==> src/rtl/spi_seq_pkg.sv <==
package spi_seq_pkg;
  typedef enum logic [1:0] {
    ST_IDLE,
    ST_NEXT,
    ST_BYTE,
    ST_WAIT
  } seq_st_e;
endpackage

==> src/rtl/spi_byte_shifter.sv <==
module spi_byte_shifter #(
  parameter int DIV = 4
) (
  input  logic       clk_i,
  input  logic       rst_ni,
  input  logic       start_i,
  input  logic [7:0] tx_byte_i,
  input  logic       miso_i,
  output logic       sclk_o,
  output logic       mosi_o,
  output logic       done_o,
  output logic [7:0] rx_byte_o
);
  localparam int PW   = (DIV > 2) ? $clog2(DIV) : 1;
  localparam int HALF = DIV / 2;

  logic [PW-1:0] ph_q;
  logic [2:0]    bc_q;
  logic [7:0]    tsh_q, rsh_q;
  logic          act_q, dn_q;

  always_ff @(posedge clk_i or negedge rst_ni) begin
    if (!rst_ni) begin
      ph_q  <= '0;
      bc_q  <= '0;
      tsh_q <= '0;
      rsh_q <= '0;
      act_q <= 1'b0;
      dn_q  <= 1'b0;
    end else begin
      dn_q <= 1'b0;
      if (!act_q) begin
        if (start_i) begin
          act_q <= 1'b1;
          ph_q  <= '0;
          bc_q  <= '0;
          tsh_q <= tx_byte_i;
        end
      end else begin
        ph_q <= (ph_q == PW'(DIV-1)) ? '0 : ph_q + 1'b1;
        // rising sclk edge follows this cycle
        if (ph_q == PW'(HALF-1)) rsh_q <= {rsh_q[6:0], miso_i};
        if (ph_q == PW'(DIV-1)) begin
          tsh_q <= {tsh_q[6:0], 1'b0};
          if (bc_q == 3'd7) begin
            act_q <= 1'b0;
            dn_q  <= 1'b1;
          end else begin
            bc_q <= bc_q + 3'd1;
          end
        end
      end
    end
  end

  assign sclk_o    = act_q && (ph_q >= PW'(HALF));
  assign mosi_o    = tsh_q[7];
  assign done_o    = dn_q;
  assign rx_byte_o = rsh_q;
endmodule

==> src/rtl/spi_start_trig.sv <==
module spi_start_trig #(
  parameter int CH_N = 4,
  parameter int CHW  = 2
) (
  input  logic            clk_i,
  input  logic            rst_ni,
  input  logic            start_mode_i,
  input  logic            xch_i,
  input  logic            tx_wr_i,
  input  logic            tx_empty_i,
  input  logic [CH_N-1:0] chan_master_i,
  input  logic [CHW-1:0]  chan_sel_i,
  input  logic [CH_N-1:0] ss_ctl_i,
  input  logic            busy_i,
  output logic            start_o,
  output logic            multi_o
);
  logic sm_q, xch_q, master;

  always_ff @(posedge clk_i or negedge rst_ni) begin
    if (!rst_ni) begin
      sm_q  <= 1'b0;
      xch_q <= 1'b0;
    end else begin
      sm_q  <= start_mode_i;
      xch_q <= xch_i;
    end
  end

  assign master  = chan_master_i[chan_sel_i];
  assign multi_o = master && !start_mode_i && ss_ctl_i[chan_sel_i];
  assign start_o = master && !busy_i &&
                   ((start_mode_i && tx_wr_i) ||
                    (start_mode_i && !sm_q && !tx_empty_i) ||
                    (!start_mode_i && xch_i && !xch_q));
endmodule

==> src/rtl/spi_burst_seq.sv <==
module spi_burst_seq
  import spi_seq_pkg::*;
#(
  parameter int BLW  = 12,
  parameter int DW   = 32,
  parameter int CH_N = 4,
  parameter int CHW  = 2,
  parameter int DIV  = 4
) (
  input  logic            clk_i,
  input  logic            rst_ni,
  input  logic [BLW-1:0]  burst_len_i,
  input  logic            start_mode_i,
  input  logic            xch_i,
  input  logic [CH_N-1:0] chan_master_i,
  input  logic [CHW-1:0]  chan_sel_i,
  input  logic [CH_N-1:0] ss_ctl_i,
  input  logic            tx_wr_i,
  input  logic            tx_empty_i,
  input  logic [DW-1:0]   tx_data_i,
  output logic            tx_pop_o,
  input  logic            rx_full_i,
  output logic            rx_push_o,
  output logic [DW-1:0]   rx_data_o,
  output logic            xch_set_o,
  output logic            xch_clr_o,
  output logic            tc_o,
  output logic            ro_o,
  output logic            busy_o,
  output logic            sclk_o,
  output logic            mosi_o,
  input  logic            miso_i
);
  localparam int NBY = DW / 8;
  localparam int BIW = (NBY > 2) ? $clog2(NBY) : 1;
  localparam int RW  = BLW + 2;

  seq_st_e              st_q;
  logic signed [RW-1:0] rem_q, len, eff, rem_dec;
  logic [DW-1:0]        tx_w_q, rx_w_q, rx_nx;
  logic [BIW-1:0]       bidx_q, last_q, last_nx;
  logic                 start, multi, sh_start, sh_done, word_end, stop;
  logic [7:0]           sh_rx;

  spi_start_trig #(.CH_N(CH_N), .CHW(CHW)) u_trig (
    .clk_i, .rst_ni, .start_mode_i, .xch_i, .tx_wr_i, .tx_empty_i,
    .chan_master_i, .chan_sel_i, .ss_ctl_i,
    .busy_i  (busy_o),
    .start_o (start),
    .multi_o (multi)
  );

  spi_byte_shifter #(.DIV(DIV)) u_shift (
    .clk_i, .rst_ni,
    .start_i   (sh_start),
    .tx_byte_i (tx_w_q[7:0]),
    .miso_i,
    .sclk_o,
    .mosi_o,
    .done_o    (sh_done),
    .rx_byte_o (sh_rx)
  );

  assign len     = RW'({2'b00, burst_len_i}) + RW'(1);
  assign eff     = (rem_q <= 0) ? len : rem_q;
  assign rem_dec = rem_q - RW'(8);

  // last byte lane used by this word: ceil(min(eff, DW)/8) - 1
  always_comb begin
    last_nx = '0;
    for (int k = 1; k < NBY; k++)
      if (eff > RW'(8*k)) last_nx = BIW'(k);
  end

  always_comb begin
    rx_nx = rx_w_q;
    for (int k = 0; k < NBY; k++)
      if (bidx_q == BIW'(k)) rx_nx[8*k +: 8] = sh_rx;
  end

  assign busy_o    = (st_q != ST_IDLE);
  assign sh_start  = (st_q == ST_BYTE);
  assign word_end  = (st_q == ST_WAIT) && sh_done && (bidx_q == last_q);
  assign stop      = word_end && (rem_dec <= 0) && !multi;
  assign tx_pop_o  = (st_q == ST_NEXT) && !tx_empty_i;
  assign xch_set_o = tx_pop_o && (rem_q <= 0) && multi;
  assign rx_push_o = word_end && !rx_full_i;
  assign ro_o      = word_end && rx_full_i;
  assign rx_data_o = rx_nx;
  assign tc_o      = ((st_q == ST_NEXT) && tx_empty_i) || stop;
  assign xch_clr_o = tc_o && tx_empty_i;

  always_ff @(posedge clk_i or negedge rst_ni) begin
    if (!rst_ni) begin
      st_q   <= ST_IDLE;
      rem_q  <= '0;
      tx_w_q <= '0;
      rx_w_q <= '0;
      bidx_q <= '0;
      last_q <= '0;
    end else begin
      unique case (st_q)
        ST_IDLE: if (start) st_q <= ST_NEXT;
        ST_NEXT: begin
          if (tx_empty_i) begin
            st_q <= ST_IDLE;
          end else begin
            if (rem_q <= 0) rem_q <= len;
            tx_w_q <= tx_data_i;
            rx_w_q <= '0;
            bidx_q <= '0;
            last_q <= last_nx;
            st_q   <= ST_BYTE;
          end
        end
        ST_BYTE: st_q <= ST_WAIT;
        ST_WAIT: if (sh_done) begin
          rem_q  <= rem_dec;
          tx_w_q <= tx_w_q >> 8;
          rx_w_q <= rx_nx;
          bidx_q <= bidx_q + 1'b1;
          if (!word_end)  st_q <= ST_BYTE;
          else if (stop)  st_q <= ST_IDLE;
          else            st_q <= ST_NEXT;
        end
        default: st_q <= ST_IDLE;
      endcase
    end
  end
endmodule

==> config.mk <==
export PLATFORM = sky130hd
export DESIGN_NAME = spi_burst_seq
export DESIGN_NICKNAME = d
export VERILOG_FILES = /design/src/rtl/spi_seq_pkg.sv /design/src/rtl/spi_byte_shifter.sv /design/src/rtl/spi_start_trig.sv /design/src/rtl/spi_burst_seq.sv
export SDC_FILE = /design/constraint.sdc
export NUM_CORES = 1
export LEC_CHECK = 0
export ABC_CLOCK_PERIOD_IN_PS = 8100
export CAP_MARGIN = 40
export CELL_PAD_IN_SITES_DETAIL_PLACEMENT = 1
export CELL_PAD_IN_SITES_GLOBAL_PLACEMENT = 2
export CORE_UTILIZATION = 36
export CTS_CLUSTER_DIAMETER = 200
export CTS_CLUSTER_SIZE = 16
export DETAILED_ROUTE_END_ITERATION = 8
export PLACE_DENSITY = 0.95
export RECOVER_POWER = 25
export SYNTH_ARGS = -nofsm -noshare
export SYNTH_HDL_FRONTEND = slang
export SYNTH_SLANG_ARGS = --single-unit
==> constraint.sdc <==
create_clock -name clk_i -period 8.1 [get_ports clk_i]
set_input_delay 1.62 -clock clk_i [delete_from_list [all_inputs] [get_ports clk_i]]
set_output_delay 1.62 -clock clk_i [all_outputs]
set_load 0.02 [all_outputs]
==> out/qor.yml, run 1 <==
power_density_mw_per_mm2: 225
worstMarginPinSlew_ps: 2660
crit_required_ps: 6480
place_ws_ps: 2660
layout-drive-gt1-share_pct: 11.9
htreeDepth: 3
gp_congestion: 0.873
dieArea_sq_mm: 0.0165
clk_pin_slew_ps: 70
ff2ff_setup_slack_ps: 5650
intPower_mw: 1.14
hold_viol: 0
synth_top_cell_area_share_pct: 47.5
via_per_inst: 5.45
syn_inst: 573
post_cts_resized: 0
relSlewSlack_pct: -77.4
violations: "capacitance limit, slew limit"
p_switching_uw: 507
fin_crit_sh_pct: 67.7
synth_ff_type: "dfrtp_1"
seqPwrFrac_pct: 42.3
via_count: 4771
clock_latency_ps: 360
synth_warnings: 0
cts_setup_buffers: 0
drtIter0Drc: 331
clock.fmax_mhz: 182
groute.usage.overall_pct: 21.1
clock_power_share_pct: 31.6
ys_top_cells_by_area: "dfrtp_1 (48%), mux2_2 (8.4%), a22o_1 (6.4%)"
cts.sinks: 109
synth-seq-cells: 109
cp-start-kind: "primary input"
synth.largest_area_cell: "dfrtp_1"
power_frac_comb_pct: 26.1
nNetsFinal: 733
drcViolationCount: 0
min_path_type: "reg2reg"
holdBufCountCts: 0
initial_core_util_pct: 37.3
crit_type: "in2out"
antenna_found_initial: 0
fin_skew_ps: 5.09
setup_ws_ps: 2610
grt_start_max_net_pins: 64
syn_avg_cell_area_sq_um: 10.0
async_flop_share_pct: 100
dpl.hpwl_mm: 11.7
drt_wl_total_mm: 16.4
leakage_nw: 3.17
synth_fp_nets: 646
synth-edff-count: 0
fin_setup_tns_ps: 0
io_buffers: 102
grt_setup_unrepaired: "no"
diodes: 0
die_x_um: 128
period_needed_ps: 5490
worstPathArrival_ps: 3870
clock_path_buffers: 2
setup_viol: 0
drt_pass1_iterations: 6
p_sw_share_pct: 30.8
cts_buffers: 9
cts_tree: "done"
grt_pass1_vias: 5082
mappedNetlistArea_sq_mm: 0.00574
ant_nets: 0
cap_viol_max_count: 1
grt_pass1_wl_mm: 26.9
critical_path.max_fanout: 15
io_pins: 103
maxSlewViolCount: 48
syn2layout_area_growth_pct: 27.4
grt_overflow: 0
die_y_um: 128
ir_worst_vdd_mv: 0.114
rows: 45
synth.distinct_cells: 58
synth_seq_area_share_pct: 47.5
end_kind: "output pin"
fillCellCount: 1690
status: "complete, but fails checks"
core_area_sq_mm: 0.0154
clockRootBuffer: "clkbuf_16"
wl_per_cell_um: 18.7
[metal layers]
layer / global-route usage (%) / vias to the layer above / part of all wire (%)
met5: 0 / - / 0
met3: 2.42 / 29 / 2.7
met2: 36.2 / 83 / 52
met4: 9.00 / 0 / 2.7
met1: 26.7 / 2418 / 43
li1: - / 2241 / -
[registers in the layout, summed over array words and instances (netlist names)]
register,flops
rx_w_q,32
tx_w_q,32
rem_q,14
u_shift.rx_byte_o,8
u_shift.tsh_q,8
u_shift.bc_q,3
bidx_q,2
last_q,2
st_q,2
u_shift.ph_q,2
u_shift.act_q,1
u_shift.done_o,1
u_trig.sm_q,1
u_trig.xch_q,1
[through the flow]
step / cell area, sq um / std cells / utilization (%) / power, mW / hold slack [ps]
after global placement: 6930 / 858 / 45.1 / 1.11 / 464
after CTS: 7320 / 876 / 47.6 / 1.66 / 487
after detailed placement: 6970 / 860 / 45.3 / 1.13 / 471
final: 7310 / 876 / 47.6 / 1.65 / 485
after floorplan: 5740 / 573 / - / 0.929 / 450
after global routing: 7310 / 876 / 47.6 / 1.72 / 517
[cells in the mapped netlist, types with 2 or more instances]
cell        n
or2_2       3
nand2_1    81
ha_1       11
clkbuf_1   29
xor2_1      6
a22o_1     42
a221oi_1    2
nand3_1    16
nand2b_1    6
dfrtp_1   109
nand4_1     2
mux4_2      2
or4_1       2
o21ai_0    29
and3_1      5
a41oi_1     3
nand3b_1    3
o211ai_1    2
a21o_1      2
a31oi_1    26
and2_1      5
a21oi_1    12
mux2_2     43
o22ai_1     6
nor4_1      5
o21bai_1    2
nor3_1      8
nor2_1     43
o31ai_1     2
nor3b_1     4
buf_2       2
xnor2_1     7
inv_1      18
mux2i_1    11
[power by group through the flow]
| stage | logic, mW | clock network, mW | registers, mW |
|---|---|---|---|
| 3_5_place_dp | 0.432 | 0 | 0.703 |
| 6_report | 0.429 | 0.520 | 0.697 |
| 2_1_floorplan | 0.262 | 0 | 0.667 |
| 5_1_grt | 0.464 | 0.552 | 0.708 |
| 4_1_cts | 0.437 | 0.526 | 0.695 |
| 3_3_place_gp | 0.412 | 0 | 0.697 |
[cells by family after synthesis]
kind of cell	Yosys count	share of synthesized area, %
compound gates	142	17.7
mux	56	11.1
fa+ha+maj	11	2.40
buf+inv	51	3.51
xor+xnor	13	1.98
simple gates	191	15.7
flops	109	47.5
[critical path, cell delays in order]
cell and delay (ps):
clkdlybuf4s50_1 420, inv_1 110, nand3_1 180, inv_1 490
nand2b_4 220, nor2_1 190, clkdlybuf4s50_1 630
[cells in the final DEF, fill, tap and decap left out, types with 7 or more instances in the layout]
master and count:
dfrtp_1 109, clkdlybuf4s50_1 100, nand2_1 81, mux2_2 43, nor2_1 42, a22o_1 42, o21ai_0 29, a31oi_1 26
inv_1 18, nand3_1 16, a21oi_1 12, mux2i_1 11, ha_1 11, clkbuf_16 9, nor3_1 8, xnor2_1 7
[final cells by class]
cell class / count / area [sq um] / share of cell area (%)
multi-input cells: 413 / 2820 / 38.5
clock inverters: 5 / 106 / 1.45
flip-flops and latches: 109 / 2730 / 37.3
well taps: 211 / 264 / 3.61
repair buffers: 109 / 1080 / 14.8
clock buffers: 11 / 243 / 3.32
inverters: 18 / 67.6 / 0.924
[worst paths after layout]
check / from / to / cells past startpoint
worst max-delay path: tx_empty_i / xch_set_o / 7
max in group asynchronous: rst_ni / tx_w_q[28] / 2
min in group asynchronous: rst_ni / rx_w_q[13] / 1
worst min register to register: u_shift.tsh_q[1] / u_shift.tsh_q[1] / 2
worst max register to register: rem_q[8] / rem_q[12] / 6
worst min-delay path: u_shift.tsh_q[1] / u_shift.tsh_q[1] / 2
No activity file was read; power rests on OpenSTA's default activity.
==> inputs of run 2 (changes only) <==
- ABC_CLOCK_PERIOD_IN_PS: 8100 -> 5100
- CORE_UTILIZATION: 36 -> 33
- PLACE_DENSITY: 0.95 -> 0.91
- clock period: 8.1 -> 5.1 ns (I/O delays scaled with it)
==> out/qor.yml, run 2 (synthesis results as in run 1) <==
crit_cells: 7  # unchanged
dieArea_sq_mm: 0.0179  # +8.9%
leakage_nw: 3.18  # +0.10%
clock_latency_ps: 350  # about the same
die_x_um: 134  # +4.4%
ir_worst_vdd_mv: 0.206  # +81%
die_y_um: 134  # +4.4%
clock.fmax_mhz: 227
wl_per_cell_um: 18.3  # -2.0%
clk_pin_slew_ps: 70  # about the same
layout-drive-gt1-share_pct: 12.5  # +0.58 points
place_ws_ps: 843  # -1810 ps
dpl.hpwl_mm: 11.5  # -1.1%
cp_num_buf_inv: 1  # -3
setup_ws_ps: 688  # -1930 ps
relSlewSlack_pct: 52.2  # +130 points
cts_buffers: 9  # unchanged
p_switching_uw: 784  # +55%
stdcell_count: 886  # +1.1%
cap_viol_max_count: 0  # -1
io_pins: 103  # unchanged
critical_path.max_fanout: 10  # -5
clock_path_buffers: 2  # unchanged
design_area_sq_mm: 0.00733  # +0.26%
cts.sinks: 109  # unchanged
holdWs_ps: 483  # -1.75 ps
power_mw: 2.54  # +55%
via_per_inst: 5.41  # -0.63%
fin_skew_ps: 8.36  # +3.28 ps
reg2reg_depth: 6  # unchanged
gp_congestion: 0.846  # -3.1%
min_path_type: "reg2reg"
nNetsFinal: 735  # +0.27%
drtIter0Drc: 209  # -37%
syn2layout_area_growth_pct: 27.7
groute.usage.overall_pct: 18.6  # -2.5 points
status: "finished, final reports clean"
drcViolationCount: 0  # unchanged
setup_viol: 0  # unchanged
cpPeakStageDelay_ps: 620  # about the same
path_cells: "or3_2 -> nor3_1 -> mux2_2 -> a21oi_1 -> o211ai_1 -> a21oi_1 -> clkdlybuf4s50_1"
worstMarginPinSlew_ps: 711  # -1950 ps
seqPwrFrac_pct: 43.5  # +1.2 points
diodes: 0  # unchanged
intPower_mw: 1.76  # +55%
cts_setup_buffers: 0  # unchanged
hold_depth: 2  # unchanged
grt_pass1_wl_mm: 26.1  # -3.1%
worstPathArrival_ps: 3390  # -480 ps
power_density_mw_per_mm2: 347  # +54%
cp_top_family: "simple AND/OR/NAND/NOR gates"
place_inst: 871  # +1.3%
grt_overflow: 0  # unchanged
period_needed_ps: 4410
io_buffers: 102  # unchanged
grt_setup_unrepaired: "no"
grt_pass1_vias: 5087  # +0.098%
rows: 47  # +4.4%
grt_start_max_net_pins: 67  # +4.7%
via_count: 4795  # +0.50%
drt_wl_total_mm: 16.2  # -0.93%
power_frac_comb_pct: 26.6  # +0.5 points
core_area_sq_mm: 0.0168  # +9.0%
hold_viol: 0  # unchanged
holdBufCountCts: 0  # unchanged
ant_nets: 0  # unchanged
initial_core_util_pct: 34.2  # -3.1 points
antenna_found_initial: 0  # unchanged
cp_common_cell: "a21oi_1"
drt_pass1_iterations: 4  # -2
cts_tree: "done"
mostFrequentLayoutCell: "dfrtp_1"
reg_top3: "rx_w_q: 32 flops, tx_w_q: 32 flops, rem_q: 14 flops"
htreeDepth: 3  # unchanged
place_area_sq_mm: 0.00701  # +0.59%
post_cts_resized: 0  # unchanged
p_sw_share_pct: 30.8  # about the same
clockRootBuffer: "clkbuf_16"
maxSlewViolCount: 0  # -100%
cp-start-kind: "register"
clock_power_share_pct: 29.9  # -1.7 points
slowest_stage: "clkdlybuf4s50_1"
crit_type: "reg2out"
mostFrequentLayoutCells: "dfrtp_1 (109), clkdlybuf4s50_1 (101), nand2_1 (80), mux2_2 (43)"
fin_setup_tns_ps: 0  # unchanged
crit_required_ps: 4080  # -2400 ps
utilization_pct: 43.7  # -3.8 points
fin_crit_sh_pct: 86.5
end_kind: "output pin"
[run 2: changes by cell type in the layout (fill, tap and decap cells not counted), sizes merged]
cell / previous run / this run
clkinv: 0 / 1
bufinv: 3 / 2
buf: 6 / 9
clkdlybuf4s50: 100 / 101
dlygate4sd3: 1 / 0
clkbuf: 13 / 11
[run 2: cell type report]
class | count | area [sq um]
clock inverter | 5 | 83.8
timing repair buffer | 111 | 1110
clock buffer | 10 | 239
multi-input combinational | 413 | 2820
tap | 220 | 275
inverter | 18 | 67.6
fill | 1901 | 9430
sequential | 109 | 2730
[run 2: power by group through the flow]
stage	registers, mW	logic (mW)	clock network [mW]
floorplan	1.06	0.416	0
global placement	1.11	0.649	0
detailed placement	1.12	0.681	0
CTS	1.10	0.686	0.784
global route	1.12	0.732	0.815
finish	1.11	0.677	0.760
[run 2: tightest hold or removal path, stage by stage, from the launching register on]
cell	delay, ps
dfrtp_1	350
nand2_1	50
o21ai_0	60
[run 2: worst paths after layout]
path	from	endpoint	slack, ps
setup reg to reg	rem_q[6]	rem_q[8]	2630
max in group asynchronous	rst_ni	rx_w_q[29]	3130
min in group asynchronous	rst_ni	rx_w_q[13]	670
hold / removal	u_shift.tsh_q[7]	u_shift.tsh_q[7]	480
hold reg to reg	u_shift.tsh_q[7]	u_shift.tsh_q[7]	480
setup / recovery	rem_q[6]	xch_clr_o	690
[run 2: metal layers]
| metal | global-route usage [%] | part of all wire [%] | vias to the layer above |
|---|---|---|---|
| li1 | - | - | 2246 |
| met5 | 0 | 0 | - |
| met3 | 2.91 | 2.9 | 19 |
| met4 | 7.07 | 2.0 | 0 |
| met2 | 31.5 | 49 | 89 |
| met1 | 23.9 | 46 | 2441 |
==> inputs of run 3 (changes only) <==
- ABC_CLOCK_PERIOD_IN_PS: 5100 -> unset
==> results of run 3 <==
The final DEF is identical to that of run 2; final timing and power are the same.
